===== config.mk =====
export PLATFORM = sky130hd
export DESIGN_NAME = dac_wave_synth
export DESIGN_NICKNAME = d
export VERILOG_FILES = /design/src/rtl/dac_wave_synth.sv
export SDC_FILE = /design/constraint.sdc
export NUM_CORES = 1
export LEC_CHECK = 0
export ABC_AREA = 1
export BUFFER_PORTS_ARGS = -buffer_cell sky130_fd_sc_hd__buf_2
export CORE_ASPECT_RATIO = 1.4
export CORE_MARGIN = 8
export CORE_UTILIZATION = 49
export CTS_CLUSTER_DIAMETER = 60
export DETAILED_ROUTE_END_ITERATION = 8
export GPL_TIMING_DRIVEN = 0
export PLACE_DENSITY_LB_ADDON = 0.12
export SLEW_MARGIN = 10
export SYNTH_ARGS = -nofsm -noshare
export SYNTH_HDL_FRONTEND = slang
export SYNTH_SLANG_ARGS = --single-unit

===== constraint.sdc =====
create_clock -name clk -period 8.45 [get_ports clk]
set_input_delay 1.69 -clock clk [delete_from_list [all_inputs] [get_ports clk]]
set_output_delay 1.69 -clock clk [all_outputs]
set_load 0.05 [all_outputs]

===== src/rtl/dac_wave_synth.sv =====
module dac_wave_synth #(
  parameter int            W    = 12,
  parameter logic [W-1:0]  SEED = 12'hAAA
) (
  input  logic         clk,
  input  logic         rst_n,
  input  logic [1:0]   mode_sel,
  input  logic [3:0]   amp_code,
  input  logic         trig,
  input  logic [W-1:0] base_val,
  output logic [W-1:0] data_out
);
  localparam logic [1:0] M_NOISE = 2'b01;
  localparam logic [1:0] M_TRI   = 2'b10;
  localparam logic [3:0] N_MAX   = 4'(W - 1);

  logic [1:0]   mode_q;
  logic [W-1:0] lfsr, lfsr_nx;
  logic [W-1:0] tri_cnt, tri_nx;
  logic         tri_down, down_nx;
  logic [3:0]   n_eff;
  logic [W-1:0] mask, wave_nx;
  logic [W:0]   sum;
  logic         mode_chg, fb;

  assign mode_chg = mode_sel != mode_q;
  assign n_eff    = (amp_code > N_MAX) ? N_MAX : amp_code;
  assign mask     = {W{1'b1}} >> (N_MAX - n_eff);

  assign fb      = (lfsr == '0) ? 1'b1 : (lfsr[0] ^ lfsr[2] ^ lfsr[3] ^ lfsr[5]);
  assign lfsr_nx = {fb, lfsr[W-1:1]};

  always_comb begin
    tri_nx  = tri_cnt;
    down_nx = tri_down;
    if (!tri_down) begin
      if (tri_cnt >= mask) begin
        down_nx = 1'b1;
        tri_nx  = tri_cnt - 1'b1;
      end else begin
        tri_nx  = tri_cnt + 1'b1;
      end
    end else if (tri_cnt == '0) begin
      down_nx = 1'b0;
      tri_nx  = {{(W-1){1'b0}}, 1'b1};
    end else begin
      tri_nx  = tri_cnt - 1'b1;
    end
  end

  assign wave_nx = (mode_sel == M_NOISE) ? (lfsr_nx & mask) :
                   (mode_sel == M_TRI)   ? tri_nx : '0;
  assign sum     = {1'b0, base_val} + {1'b0, wave_nx};

  always_ff @(posedge clk) begin
    if (!rst_n) begin
      mode_q   <= 2'b00;
      lfsr     <= SEED;
      tri_cnt  <= '0;
      tri_down <= 1'b0;
      data_out <= '0;
    end else begin
      mode_q <= mode_sel;
      if (mode_chg) begin
        lfsr     <= SEED;
        tri_cnt  <= '0;
        tri_down <= 1'b0;
      end else if (trig) begin
        if (mode_sel == M_NOISE) lfsr <= lfsr_nx;
        if (mode_sel == M_TRI) begin
          tri_cnt  <= tri_nx;
          tri_down <= down_nx;
        end
        data_out <= sum[W] ? {W{1'b1}} : sum[W-1:0];
      end
    end
  end
endmodule


* Word level (Yosys, flattened, before mapping) *
Index checks and enable logic that the tools add are counted.

word-level totals
  register bits = 39
  bits of input ports = 21
  output and inout bits = 12
  logic and storage cells = 38

operators by class
  $add $sub $neg = 4
  $lt $le $gt $ge = 2
  equality and inequality tests = 3
  shift operators = 1
  muxes and demuxes = 11
  bitwise operators = 6
  reductions and logical operators = 6

operators by type and width
  kind                     number
  $mux W12                 6
  $logic_not A12 Y1        2
  $add A12 B12 Y13         1
  $add A12 B1 Y12 const B  1
  $and A12 B12 Y12         1
  $ge A12 B12 Y1           1
  $shr A12 B4 Y12 const A  1
  $sub A12 B1 Y12 const B  1
  $reduce_and A2 Y1        3
  $gt A4 B4 Y1 const B     1
  $mux W1                  4
  $mux W4                  1
  $sub A4 B4 Y4 const A    1
  $xor A1 B1 Y1            3
  $eq A2 B1 Y1 const B     1
  $eq A2 B2 Y1 const B     1
  $ne A2 B2 Y1             1
  $not A1 Y1               2
  $reduce_or A2 Y1         1

* Depth between registers and ports, before layout *
Gate-level depths: netlist of run 1.

  depth after elaboration = 11
  gate-level depth with buffers = 30
  gate-level depth less buffers = 28

* Worst setup path before layout of run 1 *
OpenSTA, ideal clock, no wires.

  kind = input port to flip-flop
  start point = input amp_code[2]
  end point = register data_out[11]
  setup time = 0.056 ns
  arrival time = 4.573 ns
  required time = 8.394 ns
  slack = 3.821 ns
  cell stages on the path = 25
  path buffers = 1
  cell sequence = clkbuf_1 o21ai_0 nor2_1 inv_1 ha_1 nand2_1 inv_1 nand2_1 nand3_1 nor2_4 nand3_4 inv_2 nand2_1 nand2_1 a21boi_1 fa_1 o21ai_1 nand2_1 nand2_1 nand2_1 nand2_1 inv_4 nand3_1 nand2_1 inv_1

between the ends
  cells in the longest elaborated chain, start to end = 11
  elaborated cells between the ends (all ways) = 12
  classes of those cells = add/sub (2); order compare (2); shift (1); mux (6); bitwise (1)

RTL lines
  item                    RTL line  source
  start: declaration      8         input logic [3:0] amp_code,
  $gt A4 B4 Y1            27        assign n_eff = (amp_code > N_MAX) ? N_MAX : amp_code;
  $mux W4 (*)             27
  $sub A4 B4 Y4 (*)       28        assign mask = {W{1'b1}} >> (N_MAX - n_eff);
  $shr A12 B4 Y12 (*)     28
  $ge A12 B12 Y1          37        if (tri_cnt >= mask) begin
  $mux W12                37
  $mux W12                36        if (!tri_down) begin
  $mux W12                52        (mode_sel == M_TRI) ? tri_nx : '0;
  $mux W12 (*)            51        assign wave_nx = (mode_sel == M_NOISE) ? (lfsr_nx & mask) :
  $add A12 B12 Y13 (*)    53        assign sum = {1'b0, base_val} + {1'b0, wave_nx};
  $mux W12 (*)            74        data_out <= sum[W] ? {W{1'b1}} : sum[W-1:0];
  end signal: assignment  74
  end: declaration        11        output logic [W-1:0] data_out

Every way passes the cells marked *; elsewhere a longest branch is shown, timed or not.
A chain may end at the register's enable or synchronous reset.

* Worst setup path in the final report of run 1 *
Ends and elaborated chain as after synthesis.

==> out/qor.txt, run 1 <==
worst clock skew: 0.00448 ns
drt first-iter violations: 183
Post-synth EDFFs: 0
Syn Inst Count: 546
setup total negative slack: 0 ns
hold-fix buffer count after cts: 0
Post-Syn Area: 0.00339 mm^2
Crit. Startpoint: amp_code[2]
Via Count: 3454
Yosys cell types: 34
diode count: 0
minimum clock period: 4.99 ns
pin count of the biggest net entering global routing: 14
Initial Utilization: 0.495
I/O Pins: 33
CP endpoint kind: register
leading register cell type out of synthesis: dfxtp_1
crit-path max cell delay: 0.33 ns
Slowest cell on crit path: ha_1
WS Path Type: in2reg
CTS root buf: clkbuf_8
global-route wire length before repair: 16000 um
R2R Setup Slk: 5.10 ns
R2R Path Start: tri_cnt[9]$_SDFFE_PP0P_
Syn Area/Cell: 6.21 um^2
crit-path most repeated cell: nand2_1
Slew Limit Fails: 0
metal3 WL: 365 um
Power Density: 123 mW/mm^2
met1 WL: 3800 um
die area: 0.00987 mm^2
highest routed layer: met4
Placeable Area: 0.00685 mm^2
clock slew at reported path FFs: 0.08 ns
DRC violation count after routing: 0
clk_lat worst skew: 0.30 ns
layout cells sized above 1: 0.116
Fin Hold WS: 0.493 ns
synthesis-to-layout area growth: 11.4%
clk sink count: 39
remaining global-route overflow: 0
Peak VDD IR: 0.126 mV
post-route non-filler standard cell count: 680
Rel. slew slack: 0.630
Num CTS Buffers: 5
leakage: 2.01 nW
wire per inst: 13.8 um
initial antenna violation count: 0
Worst Hold Class: reg2reg
asr flop ratio synth: 0
# Post-CTS Setup Buffers: 0
Cell Rows: 36
register area share after synthesis: 0.230
status: completed
Routability Congestion: 0.952
Pre-Repair DR Iteration Count: 4
WL final: 9380 um
Port Buffers: 31
worst slew pin tran: 0.555 ns
Clock Path Buffers: 2
commonest non-fill, non-tap cell in the layout: nand2_1
Horiz. Die Dim: 86.3 um
Vias/cell: 5.08
worst-path fanout max: 10
max-cap viol count: 0
Power Total: 466 uW
met2 WL: 4720 um
final setup violation count: 0
H-tree Lvls: 2
Startpoint Class: primary input
Critical Path RT: 8.65 ns
CTS tree: yes
Die H: 114 um
period utilisation layout: 0.590
nets@finish: 633
Fin. Hold Viols: 0
post-DP HPWL: 7720 um
Peak Freq: 200 MHz
PostCTS Resize Cnt: 0
Yosys warnings: 0
Post-DRT Antenna Nets: 0
post-synthesis register bit count: 39
syn_nets: 595
Worst Min Path Start: lfsr[1]$_SDFFE_PP1P_
number of global-route vias before repair: 3521
unrepaired setup endpoints after global routing: false
Worst Path Arrival: 5.19 ns
placed cell count: 672
GRT Total Usage: 0.204
most frequent cells in the layout: nand2_1, inv_1, nand3_1
per-layer routing:
layer | track usage | vias up
met5 | 0 | -
met4 | 0.129 | 0
met3 | 0.0359 | 26
met2 | 0.359 | 77
met1 | 0.217 | 1521
li1 | - | 1830
final cells by class:
type	instances	area, um^2
plain buffers	12	78.8
clock buffers	5	68.8
clock inverters	3	43.8
fillers	739	3070
inverters	70	265
multi-input cells	425	2260
flip-flops and latches	39	781
well taps	95	119
repair buffers	31	155
worst max-delay path, delay by kind of cell:
family          cells  cell delay (ns)
simple gates       19             1.87
buf+inv             5             0.67
compound gates      2             0.36
fa+ha+maj           2             0.62
path summary, 6_finish.rpt:
kind,depth (start not counted),end
max,28,data_out[11]$_SDFFE_PN0P_
min,2,lfsr[0]$_SDFFE_PP0P_
max reg2reg,21,data_out[11]$_SDFFE_PN0P_
min reg2reg,2,lfsr[0]$_SDFFE_PP0P_
stage by stage:
stage           util  area, um^2  worst slack (ns)
3_5_place_dp   0.535        3660              3.17
3_3_place_gp   0.535        3660              3.18
5_1_grt        0.551        3770              3.14
4_1_cts        0.551        3770              3.47
6_report       0.551        3770              3.46
2_1_floorplan      -        3390              3.82
state kept, by name, summed over array words and instances, names as in the netlist:
signal	flops
lfsr	12
tri_cnt	12
data_out	12
tri_down	1
mode_q	2
cells in the mapped netlist, types with 2 or more instances:
| cell | n | area share |
|---|---|---|
| nand3_1 | 53 | 0.078 |
| inv_2 | 4 | 0.0044 |
| nand4_1 | 6 | 0.011 |
| buf_6 | 2 | 0.0066 |
| o21ai_1 | 2 | 0.0030 |
| nor2_4 | 2 | 0.0066 |
| clkinv_1 | 2 | 0.0022 |
| nor2_2 | 10 | 0.018 |
| nor3_1 | 5 | 0.0074 |
| o21ai_0 | 18 | 0.027 |
| ha_1 | 27 | 0.10 |
| nand3_4 | 2 | 0.010 |
| nor2_1 | 39 | 0.043 |
| nand2_1 | 175 | 0.19 |
| a21oi_1 | 43 | 0.064 |
| dfxtp_1 | 39 | 0.23 |
| buf_2 | 3 | 0.0044 |
| nor4_1 | 3 | 0.0055 |
| xor2_1 | 18 | 0.047 |
| clkbuf_1 | 4 | 0.0044 |
| xnor2_1 | 7 | 0.018 |
| nand2_2 | 2 | 0.0037 |
| o211ai_1 | 5 | 0.011 |
| inv_1 | 63 | 0.070 |
| o21a_1 | 3 | 0.0066 |
power breakdown:
group | internal [mW] | switching (mW)
Combinational | 0.0365 | 0.0786
Sequential | 0.190 | 0.00468
Clock | 0.0879 | 0.0680
kinds of logic (layout without fill, tap and decap cells):
family / count (synthesis) / in the layout / synth area share
flip-flops: 39 / 39 / 0.230
buffers and inverters: 82 / 121 / 0.102
adder cells (fa/ha/maj): 28 / 28 / 0.106
AND/OR/NAND/NOR: 298 / 298 / 0.381
AO/OA/AOI/OAI: 73 / 73 / 0.115
XOR/XNOR: 25 / 25 / 0.0646
other: 1 / 1 / 0.00111
Note: power is estimated with default switching activity, not from simulation.
==> inputs of run 2 (changes only) <==
==> constraint.sdc (replaced) <==
create_clock -name clk -period 4.25 [get_ports clk]
set_input_delay 0.85 -clock clk [delete_from_list [all_inputs] [get_ports clk]]
set_output_delay 0.85 -clock clk [all_outputs]
set_load 0.05 [all_outputs]
==> run 2 against run 1 <==
Global-route usage is the same. Via count grew 0.38%. Die area is the same. Total power grew 99%.
==> out/qor.txt, run 2 (synthesized netlist as in run 1, its figures left out) <==
CTS tree: yes
drt first-iter violations: 196
Worst Hold Class: reg2reg
status: completed
clk sink count: 39
crit-path max cell delay: 0.33 ns
Worst Path Arrival: 4.17 ns
worst slew pin tran: 0.548 ns
I/O Pins: 33
Initial Utilization: 0.495
Crit. Startpoint: amp_code[2]
Die H: 114 um
clock slew at reported path FFs: 0.08 ns
Routability Congestion: 0.952
wire per inst: 13.8 um
dpl cell area: 0.00366 mm^2
post-DP HPWL: 7720 um
Slew Limit Fails: 0
most frequent cells in the layout: nand2_1, inv_1, nand3_1
sw frac: 0.326
minimum clock period: 3.97 ns
CP top delay family: simple AND/OR/NAND/NOR gates
Slowest cell on crit path: ha_1
CTS root buf: clkbuf_8
Net Switching: 303 uW
Clock Power Share: 0.335
Peak Freq: 252 MHz
Startpoint Class: primary input
WS Path Type: in2reg
diode count: 0
Worst Min Path Start: lfsr[1]$_SDFFE_PP1P_
Power Density: 246 mW/mm^2
initial antenna violation count: 0
commonest non-fill, non-tap cell in the layout: nand2_1
internal power: 626 uW
global-route wire length before repair: 16000 um
Regs by FF count: data_out: 12 flops, lfsr: 12 flops, tri_cnt: 12 flops
leakage: 2.02 nW
Vias/cell: 5.09
worst-path fanout max: 10
Pre-Repair DR Iteration Count: 5
WP buf/inv: 5
H-tree Lvls: 2
Horiz. Die Dim: 86.3 um
period utilisation layout: 0.934
worst setup margin: 0.280 ns
R2R Path Start: tri_cnt[9]$_SDFFE_PP0P_
number of global-route vias before repair: 3521
Critical Path RT: 4.45 ns
pre-CTS setup slack: -0.187 ns
nets@finish: 634
Via Count: 3467
final setup violation count: 0
placed cell count: 672
crit-path most repeated cell: nand2_1
Num CTS Buffers: 5
WL final: 9380 um
synthesis-to-layout area growth: 11.7%
fin area: 0.00378 mm^2
CP endpoint kind: register
Peak VDD IR: 0.252 mV
max-cap viol count: 0
Post-DRT Antenna Nets: 0
Placeable Area: 0.00685 mm^2
remaining global-route overflow: 0
Flop pwr share: 0.417
hold-fix buffer count after cts: 0
post-route non-filler standard cell count: 681
Clock Path Buffers: 2
layout cells sized above 1: 0.119
Port Buffers: 31
worst clock skew: 0.00670 ns
Rel. slew slack: 0.635
die area: 0.00987 mm^2
GRT Total Usage: 0.204
Cell Rows: 36
clk_lat worst skew: 0.30 ns
DRC violation count after routing: 0
pin count of the biggest net entering global routing: 14
Fin. Hold Viols: 0
Comb power frac: 0.247
[run 2: changes by cell type in the layout (fill, tap and decap cells not counted), sizes merged]
cell and change:
buf +1
[run 2: routing by layer]
layer / track usage / vias up / share of wire
met3: 0.0359 / 24 / 0.039
met2: 0.359 / 79 / 0.50
met1: 0.217 / 1531 / 0.41
met5: 0 / - / 0
li1: - / 1833 / -
met4: 0.129 / 0 / 0.048
[run 2: layout make-up]
cell class,count,area (um^2)
clock inverters,3,43.8
well taps,95,119
plain buffers,12,80.1
repair buffers,32,163
multi-input cells,425,2260
inverters,70,265
fillers,738,3060
flip-flops and latches,39,781
clock buffers,5,68.8
[run 2: worst paths after layout]
path                                     to  slack [ns]  cells after the start
hold / removal         lfsr[0]$_SDFFE_PP0P_        0.49                      2
setup reg to reg  data_out[11]$_SDFFE_PN0P_        0.90                     21
hold reg to reg        lfsr[0]$_SDFFE_PP0P_        0.49                      2
setup / recovery  data_out[11]$_SDFFE_PN0P_        0.28                     28
[run 2: worst min-delay path: cells and delay by family, from the launching register on]
kind,cells,cell delay [ns]
and+or+nand+nor,1,0.07
DFF,1,0.33
AOI/OAI and AO/OA,1,0.05
[run 2: what timing repair did]
action	CTS	global route
endpoints found under the setup margin	0	12
resized for setup	0	2
setup buffers	0	1
[run 2: power by group through the flow]
stage                     Sequential, mW  Combinational (mW)  Clock [mW]
after floorplan                    0.424               0.141           0
after global placement             0.396               0.226           0
after detailed placement           0.396               0.228           0
after CTS                          0.388               0.230       0.321
after global routing               0.390               0.260       0.338
final                              0.388               0.230       0.312
[run 2: stage by stage]
step | TNS [ns] | total power [mW] | hold slack (ns) | util
detailed placement | -1.61 | 0.624 | 0.482 | 0.535
floorplan | 0 | 0.565 | 0.457 | -
CTS | 0 | 0.938 | 0.493 | 0.551
global route | -0.0117 | 0.987 | 0.530 | 0.553
global placement | -1.34 | 0.622 | 0.472 | 0.535
finish | 0 | 0.929 | 0.494 | 0.553
==> inputs of run 3 (changes only) <==
--- a/config.mk
+++ b/config.mk
@@ -13,7 +13,7 @@
 export CTS_CLUSTER_DIAMETER = 60
 export DETAILED_ROUTE_END_ITERATION = 8
 export GPL_TIMING_DRIVEN = 0
-export PLACE_DENSITY_LB_ADDON = 0.12
+export PLACE_DENSITY = 0.83
 export SLEW_MARGIN = 10
 export SYNTH_ARGS = -nofsm -noshare
 export SYNTH_HDL_FRONTEND = slang
==> run 3 against run 2 <==
Clock skew is 0.00055 ns higher. Register-to-register slack improved by 0.02 ns. Global-route usage down 0.60 points. Count of clock-buffer cells in the layout stayed put. Cell count fell by 0.15%. Total power decreased by 3.9%. Critical path type unchanged. Largest cell class unchanged. Highest routed layer unchanged.
==> out/qor.txt, run 3 (synthesized netlist as in run 1, its figures left out) <==
status: completed
Net Switching: 323 uW
WHS Endpoint: lfsr[0]$_SDFFE_PP0P_
# Post-CTS Setup Buffers: 0
Vias/cell: 5.30
H-tree Lvls: 2
I/O Pins: 33
Worst Path Arrival: 4.21 ns
CTS root buf: clkbuf_8
leakage: 2.00 nW
period utilisation layout: 0.940
number of global-route vias before repair: 3540
commonest non-fill, non-tap cell in the layout: nand2_1
post-route non-filler standard cell count: 680
global-route wire length before repair: 15800 um
Regs by FF count: data_out: 12 flops, lfsr: 12 flops, tri_cnt: 12 flops
clk sink count: 39
Routability Congestion: 0.980
GRT Total Usage: 0.198
CTS tree: yes
synthesis-to-layout area growth: 11.0%
worst clock skew: 0.00725 ns
max-cap viol count: 0
Post-DRT Antenna Nets: 0
crit-path most repeated cell: nand2_1
initial antenna violation count: 0
Horiz. Die Dim: 86.3 um
sw frac: 0.362
post-DP HPWL: 7720 um
clk_lat worst skew: 0.31 ns
Flop pwr share: 0.435
placed cell count: 672
Num CTS Buffers: 5
Worst R2R Path Depth: 21
remaining global-route overflow: 0
reg2reg end: data_out[11]$_SDFFE_PN0P_
Pre-Repair DR Iteration Count: 7
hold-fix buffer count after cts: 0
Fin Hold WS: 0.491 ns
Peak VDD IR: 0.196 mV
Min-Delay Path Depth: 2
crit-path max cell delay: 0.35 ns
internal power: 569 uW
drt first-iter violations: 301
CP endpoint kind: register
Worst Hold Class: reg2reg
Startpoint Class: primary input
Fin. Hold Viols: 0
PostCTS Resize Cnt: 0
Via Count: 3606
clock slew at reported path FFs: 0.09 ns
pin count of the biggest net entering global routing: 15
die area: 0.00987 mm^2
minimum clock period: 3.99 ns
Rel. slew slack: 0.637
DRC violation count after routing: 0
Cell Rows: 36
nets@finish: 633
WS Path Type: in2reg
unrepaired setup endpoints after global routing: false
Comb power frac: 0.262
Power Density: 237 mW/mm^2
R2R Setup Slk: 0.92 ns
most frequent cells in the layout: nand2_1, inv_1, nand3_1
CP top delay family: simple AND/OR/NAND/NOR gates
Clock Power Share: 0.303
Initial Utilization: 0.495
diode count: 0
worst slew pin tran: 0.544 ns
Clock Path Buffers: 2
layout cells sized above 1: 0.121
Worst Min Path Start: lfsr[1]$_SDFFE_PP1P_
R2R Path Start: tri_cnt[9]$_SDFFE_PP0P_
final setup violation count: 0
WL final: 9550 um
worst-path fanout max: 10
Peak Freq: 250 MHz
Slowest cell on crit path: ha_1
Slew Limit Fails: 0
Port Buffers: 31
wire per inst: 14.0 um
Die H: 114 um
setup total negative slack: 0 ns
Placeable Area: 0.00685 mm^2
# fillers: 706
WP buf/inv: 5
Critical Path RT: 4.47 ns
==> run 3: metal layers <==
metal  vias to the layer above  share of wire  GRT usage
li1                       1832              -          -
met1                      1634           0.40      0.203
met2                       105           0.51      0.367
met3                        35          0.038     0.0280
met4                         0          0.050      0.116
met5                         -              0          0
==> run 3: worst min-delay path, cell delays in order, from the launching register on <==
cell     delay (ns)
dfxtp_1        0.33
nand2_1        0.07
a21oi_1        0.05
==> run 3: through the flow <==
stage | total power, mW | util | worst slack, ns | cell area, um^2
3_3_place_gp | 0.619 | 0.535 | -0.145 | 3660
4_1_cts | 0.890 | 0.548 | 0.0608 | 3750
6_report | 0.892 | 0.550 | 0.256 | 3760
2_1_floorplan | 0.565 | - | 0.461 | 3390
5_1_grt | 0.931 | 0.550 | 0.00930 | 3760
3_5_place_dp | 0.624 | 0.535 | -0.229 | 3660
==> run 3: layout make-up <==
type,count,area [um^2],area share
multi-input cells,425,2270,0.603
flip-flops and latches,39,781,0.208
inverters,70,265,0.0705
repair buffers,31,155,0.0412
well taps,95,119,0.0316
plain buffers,12,80.1,0.0213
clock buffers,5,68.8,0.0183
clock inverters,3,23.8,0.00632
==> run 3: worst max path at each step <==
| stage | depth (start not counted) | slack, ns | to | from |
|---|---|---|---|---|
| 2_1_floorplan | 25 | 0.46 | data_out[11]$_SDFFE_PN0P_ | amp_code[2] |
| 3_3_place_gp | 25 | -0.14 | data_out[11]$_SDFFE_PN0P_ | amp_code[2] |
| 3_5_place_dp | 25 | -0.23 | data_out[11]$_SDFFE_PN0P_ | amp_code[2] |
| 4_1_cts | 25 | 0.06 | data_out[11]$_SDFFE_PN0P_ | amp_code[2] |
| 5_1_grt | 30 | 0.009 | data_out[11]$_SDFFE_PN0P_ | amp_code[2] |
| 6_report | 28 | 0.26 | data_out[11]$_SDFFE_PN0P_ | amp_code[2] |
==> run 3: power by group through the flow <==
stage	registers [mW]	logic (mW)	clock network [mW]
finish	0.388	0.234	0.271
floorplan	0.424	0.141	0
detailed placement	0.396	0.229	0
global placement	0.395	0.224	0
global route	0.389	0.259	0.283
CTS	0.387	0.231	0.272
